==> src/rtl/vec_csr_unit.sv <==
module vec_csr_unit #(
  parameter int XLEN = 64,
  parameter int VLEN = 128
) (
  input  logic            clk,
  input  logic            rst_n,
  input  logic [11:0]     csr_addr,
  input  logic            wr_en,
  input  logic [15:0]     wr_data,
  output logic [XLEN-1:0] rd_data,
  output logic            rd_hit,
  input  logic            upd_en,
  input  logic [XLEN-1:0] upd_vl,
  input  logic [XLEN-1:0] upd_vtype,
  output logic [2:0]      sew_pow,
  output logic            sew_bad,
  output logic [3:0]      lmul_pow,
  output logic            lmul_bad,
  output logic            vta_agn,
  output logic            vma_agn,
  output logic            vill,
  output logic            dirty_pulse
);
  localparam int SW = $clog2(VLEN);
  localparam logic [11:0] A_START = 12'h008;
  localparam logic [11:0] A_SAT   = 12'h009;
  localparam logic [11:0] A_RND   = 12'h00A;
  localparam logic [11:0] A_FX    = 12'h00F;
  localparam logic [11:0] A_LEN   = 12'hC20;
  localparam logic [11:0] A_TYPE  = 12'hC21;
  localparam logic [11:0] A_BYTES = 12'hC22;

  logic [SW-1:0]   vstart_q;
  logic [1:0]      vxrm_q;
  logic            vxsat_q;
  logic [XLEN-1:0] vl_q;
  logic [XLEN-1:0] vtype_q;
  logic            dirty_q;

  wire w_start = wr_en && csr_addr == A_START;
  wire w_sat   = wr_en && csr_addr == A_SAT;
  wire w_rnd   = wr_en && csr_addr == A_RND;
  wire w_fx    = wr_en && csr_addr == A_FX;

  always_ff @(posedge clk) begin
    if (!rst_n) begin
      vstart_q <= '0;
      vxrm_q   <= '0;
      vxsat_q  <= 1'b0;
      vl_q     <= '0;
      vtype_q  <= '0;
      dirty_q  <= 1'b0;
    end else begin
      dirty_q <= w_start | w_sat | w_rnd | w_fx;
      if (w_start) vstart_q <= wr_data[SW-1:0];
      if (w_sat)   vxsat_q  <= wr_data[0];
      if (w_rnd)   vxrm_q   <= wr_data[1:0];
      if (w_fx)    {vxrm_q, vxsat_q} <= wr_data[2:0];
      if (upd_en) begin
        vl_q    <= upd_vl;
        vtype_q <= upd_vtype;
      end
    end
  end

  always_comb begin
    rd_hit  = 1'b1;
    rd_data = '0;
    case (csr_addr)
      A_START: rd_data = XLEN'(vstart_q);
      A_SAT:   rd_data = XLEN'(vxsat_q);
      A_RND:   rd_data = XLEN'(vxrm_q);
      A_FX:    rd_data = XLEN'({vxrm_q, vxsat_q});
      A_LEN:   rd_data = vl_q;
      A_TYPE:  rd_data = vtype_q;
      A_BYTES: rd_data = XLEN'(VLEN / 8);
      default: rd_hit  = 1'b0;
    endcase
  end

  wire [2:0] sew_code  = vtype_q[5:3];
  wire [2:0] lmul_code = vtype_q[2:0];

  assign sew_bad     = sew_code[2];
  assign sew_pow     = sew_bad ? 3'd0 : 3'({1'b0, sew_code[1:0]}) + 3'd3;
  assign lmul_bad    = lmul_code == 3'b100;
  assign lmul_pow    = lmul_bad ? 4'd0 : {lmul_code[2], lmul_code};
  assign vma_agn     = vtype_q[7];
  assign vta_agn     = vtype_q[6];
  assign vill        = vtype_q[XLEN-1];
  assign dirty_pulse = dirty_q;
endmodule


==> config.mk <==
export PLATFORM = sky130hd
export DESIGN_NAME = vec_csr_unit
export DESIGN_NICKNAME = d
export VERILOG_FILES = /design/src/rtl/vec_csr_unit.sv
export SDC_FILE = /design/constraint.sdc
export NUM_CORES = 1
export LEC_CHECK = 0
export BUFFER_PORTS_ARGS = -buffer_cell sky130_fd_sc_hd__buf_2
export CORE_UTILIZATION = 49
export CTS_CLUSTER_SIZE = 8
export DETAILED_ROUTE_END_ITERATION = 12
export HOLD_SLACK_MARGIN = 0.12
export PLACE_DENSITY = 0.86
export SYNTH_ARGS = -nofsm -noshare
export SYNTH_HDL_FRONTEND = slang
export SYNTH_SLANG_ARGS = --single-unit
==> constraint.sdc <==
create_clock -name clk -period 2.3 [get_ports clk]
set_clock_uncertainty 0.1 [all_clocks]
set_input_delay 0.345 -clock clk [delete_from_list [all_inputs] [get_ports clk]]
set_output_delay 0.345 -clock clk [all_outputs]
set_load 0.01 [all_outputs]
==> out/results.tsv <==
stage	metric	value	unit
timing	fin crit share	106	%
synthesis	syn nets	767	
worst_setup_path	kind of cell adding the most delay to the critical path	simple AND/OR/NAND/NOR gates	
synthesis	register area share after synthesis	43.8	%
routing	DRT Wirelength	20900	um
clocking	CTS tree	done	
timing	Fmax achieved	0.412	GHz
cells_and_area	Area growth, synth to finish	51.6	%
timing	Final setup viols	32	
power_and_ir_drop	Power, Total	0.00601	W
worst_setup_path	worst setup path class	primary input to output port	
worst_setup_path	Crit Path Max Fanout	6	
status	failing checks	negative setup slack	
place	HPWL after DPL	10300	um
clocking	CTS max path bufs	2	
synthesis	fraction of the mapped netlist area in compound gates	10.9	%
routing	WL/cell	18.3	um
grt	antenna violations before repair	0	
synthesis	Async S/R FF share, synth	0	%
timing	Max Transition Viols Final	0	
cells_and_area	fillers	783	
clocking	Worst-Skew Late Latency	410	ps
grt	total track usage	29.0	%
floorplanning	Initial Util	50.3	%
synthesis	post-synthesis mux area share	21.0	%
routing	DRT Pass-1 Iters	4	
synthesis	XOR/XNOR Fraction of Synth Area	0.138	%
grt	number of global-route vias before repair	6156	
worst_setup_path	crit-path most repeated cell	buf_6	
run	MaxCap Viol Count	0	
floorplanning	I/O pin count	238	
worst_setup_path	Data required, critical path	1860	ps
worst_setup_path	Startpoint Class	primary input	
cells_and_area	n_diodes	0	
synthesis	number of synthesized flops with an enable pin	0	
routing	met2 routed WL	10900	um
cells_and_area	Design Area, Final	9630	um^2
cells_and_area	register area	2780	um^2
worst_setup_path	CP cell instances	buf_6 > or3_4 > nor4_4 > buf_6 > clkbuf_16 > a22o_1 > buf_2	
timing	unrepaired setup endpoints after global routing	true	
power_and_ir_drop	PD cells	625	nW/um^2
grt	grt ovf	0	
grt	first-pass GRT wire length	29600	um
synthesis	Netlist cell types	44	
timing	post-route worst setup slack	-129	ps
synthesis	largest family of logic cells by synthesized area	multiplexers	
routing	vias	6034	
place	GP Congestion	0.831	
worst_setup_path	Crit. End Element	output port	
floorplanning	DIE AREA	13400	um^2
synthesis	Post-Synth Adder-Cell Area	0.197	%
clocking	CTS Buf Count	17	
synthesis	simple-gate area share of the yosys netlist	18.6	%
clocking	H-tree depth	4	
floorplanning	Die Span Y	116	um
place	placed cell count	975	
synthesis	synthesized area	6350	um^2
clocking	CTS root buffer	clkbuf_16	
routing	ANT nets after route	0	
routing	WL met3	1190	um
synthesis	most used flip-flop cell after synthesis	dfxtp_1	
status	outcome	finished with violations	
cells_and_area	fin nets	1118	
worst_hold_path	min-delay worst type	primary input to flop	
synthesis	Ys Warns	0	
routing	top layer in use	met4	
routing	residual DRC count	0	
timing	Slew HR	71.8	%
power_and_ir_drop	VDD IR max	0.448	mV
synthesis	flops & latches, synth	139	
worst_setup_path	Slowest-stage cell, CP	or3_4	
cells_and_area	multi-input logic area	3230	um^2
synthesis	Mean Syn Cell Area	10.5	um^2
worst_setup_path	Critical Path AT	1980	ps
routing	post-route met1 wirelength	7740	um
timing	Worst-Margin Slew	412	ps
cells_and_area	layout cells sized above 1	30.2	%
worst_setup_path	max incr delay on CP	420	ps
floorplanning	Core Area	12600	um^2
clocking	clk sinks	139	
timing	Final Hold Vio Count	0	
routing	initial drt markers	433	
timing	Fin Hold WS	134	ps
cells_and_area	post-layout util	76.3	%
grt	largest net degree at the start of global routing	90	
floorplanning	row cnt	41	
place	I/O Buffers	228	
cells_and_area	Post-Layout Cell Count	1140	
clocking	Clock Pin Slew Worst Setup and Hold Paths	60	ps
worst_setup_path	Buf/Inv on CP	4	
routing	Vias/cell	5.29	
power_and_ir_drop	Lkg Pwr	4.51	nW
floorplanning	Die W	116	um
synthesis	Mapped Cells	606	
place	Post-Place Cell Area	7610	um^2
timing	Period minus WS final	2430	ps
==> synthesized netlist by cell type (2+ instances only) <==
cell        n  area, um^2
nor2b_1   128         801
o21ai_0     8        40.0
inv_1       3        11.3
nand3_1    10        50.1
buf_2       7        35.0
clkbuf_1   20        75.1
nor4_4      3        63.8
a21oi_1     4        20.0
mux2i_1   131        1310
nand2_1    19        71.3
a22oi_1     5        37.5
buf_1       8        30.0
nor4b_1     2        17.5
or2_2       2        12.5
nor2_1     10        37.5
buf_6      13         146
and2_1      2        12.5
nand4_1     3        18.8
a22o_1     59         517
nor3_1      5        25.0
dfxtp_1   139        2780
mux2_2      2        22.5
o22ai_1     2        12.5
==> area by class of cell <==
class / count / share of cell area, %
Multi-Input combinational cell: 413 / 33.6
Timing Repair Buffer: 383 / 29.3
Sequential cell: 139 / 28.9
Clock buffer: 24 / 5.21
Tap cell: 172 / 2.24
Clock inverter: 6 / 0.650
Inverter: 3 / 0.117
==> through the flow <==
| stage | TNS, ps | setup slack (ps) |
|---|---|---|
| 6_report | -689 | -129 |
| 3_5_place_dp | 0 | 13.5 |
| 4_1_cts | 0 | 5.56 |
| 3_3_place_gp | 0 | 22.8 |
| 5_1_grt | -2510 | -198 |
| 2_1_floorplan | 0 | 182 |
==> sequential cells by signal, indices dropped and copies added, names as in the netlist <==
signal       count
vl_q            64
vtype_q         64
vxrm_q           2
dirty_pulse      1
vstart_q         7
vxsat_q          1
==> timing repair <==
item | CTS | global route
resized for setup | 0 | 18
buffers inserted | 0 | 1
hold buffers | 129 | 1
endpoints found under the setup margin | 0 | 50
hold endpoints to repair | 130 | 1
==> metal layers <==
layer	GRT usage, %	vias up
met1	28.4	2838
li1	-	2833
met3	7.53	95
met5	0	-
met2	53.9	268
met4	18.5	0
==> power breakdown <==
group	internal [W]	switching, W
clock network	0.00161	0.000991
registers	0.00254	0.0000871
logic	0.000456	0.000322
total	0.00461	0.00140
==> kinds of logic after synthesis <==
| family | count (synthesis) |
|---|---|
| AO/OA/AOI/OAI | 86 |
| buffers and inverters | 54 |
| adder cells (fa/ha/maj) | 1 |
| flip-flops | 139 |
| XOR/XNOR | 1 |
| AND/OR/NAND/NOR | 192 |
| multiplexers | 133 |
==> worst reg2reg max path, cell delays in order (launching register included) <==
cell,delay [ps]
dfxtp_1,340
mux2i_1,350
nor2b_1,110
==> placed cells by master (no fill, tap or decap), drive strengths merged, types with 2 or more instances in the layout <==
master and n:
buf 251, dfxtp 139, mux2i 131, dlygate4sd3 130, nor2b 128, a22o 59
clkbuf 26, nand2 19, nand3 10, nor2 10, o21ai 8, a22oi 5
nor3 5, a21oi 4, nor4 3, nand4 3, inv 3, clkinvlp 3
nor4b 2, and2 2, mux2 2, o22ai 2, clkinv 2, or2 2
or3 2
==> path summary, 6_finish.rpt <==
check	cells after the start	end	slack [ps]	startpoint
worst max-delay path	7	rd_data[15]	-130	csr_addr[6]
worst min-delay path	3	vl_q[39]	130	upd_vl[39]
worst max register to register	2	vtype_q[31]	1270	vtype_q[31]
worst min register to register	2	vstart_q[0]	370	vstart_q[0]
Note: power is estimated with default switching activity, not from simulation.
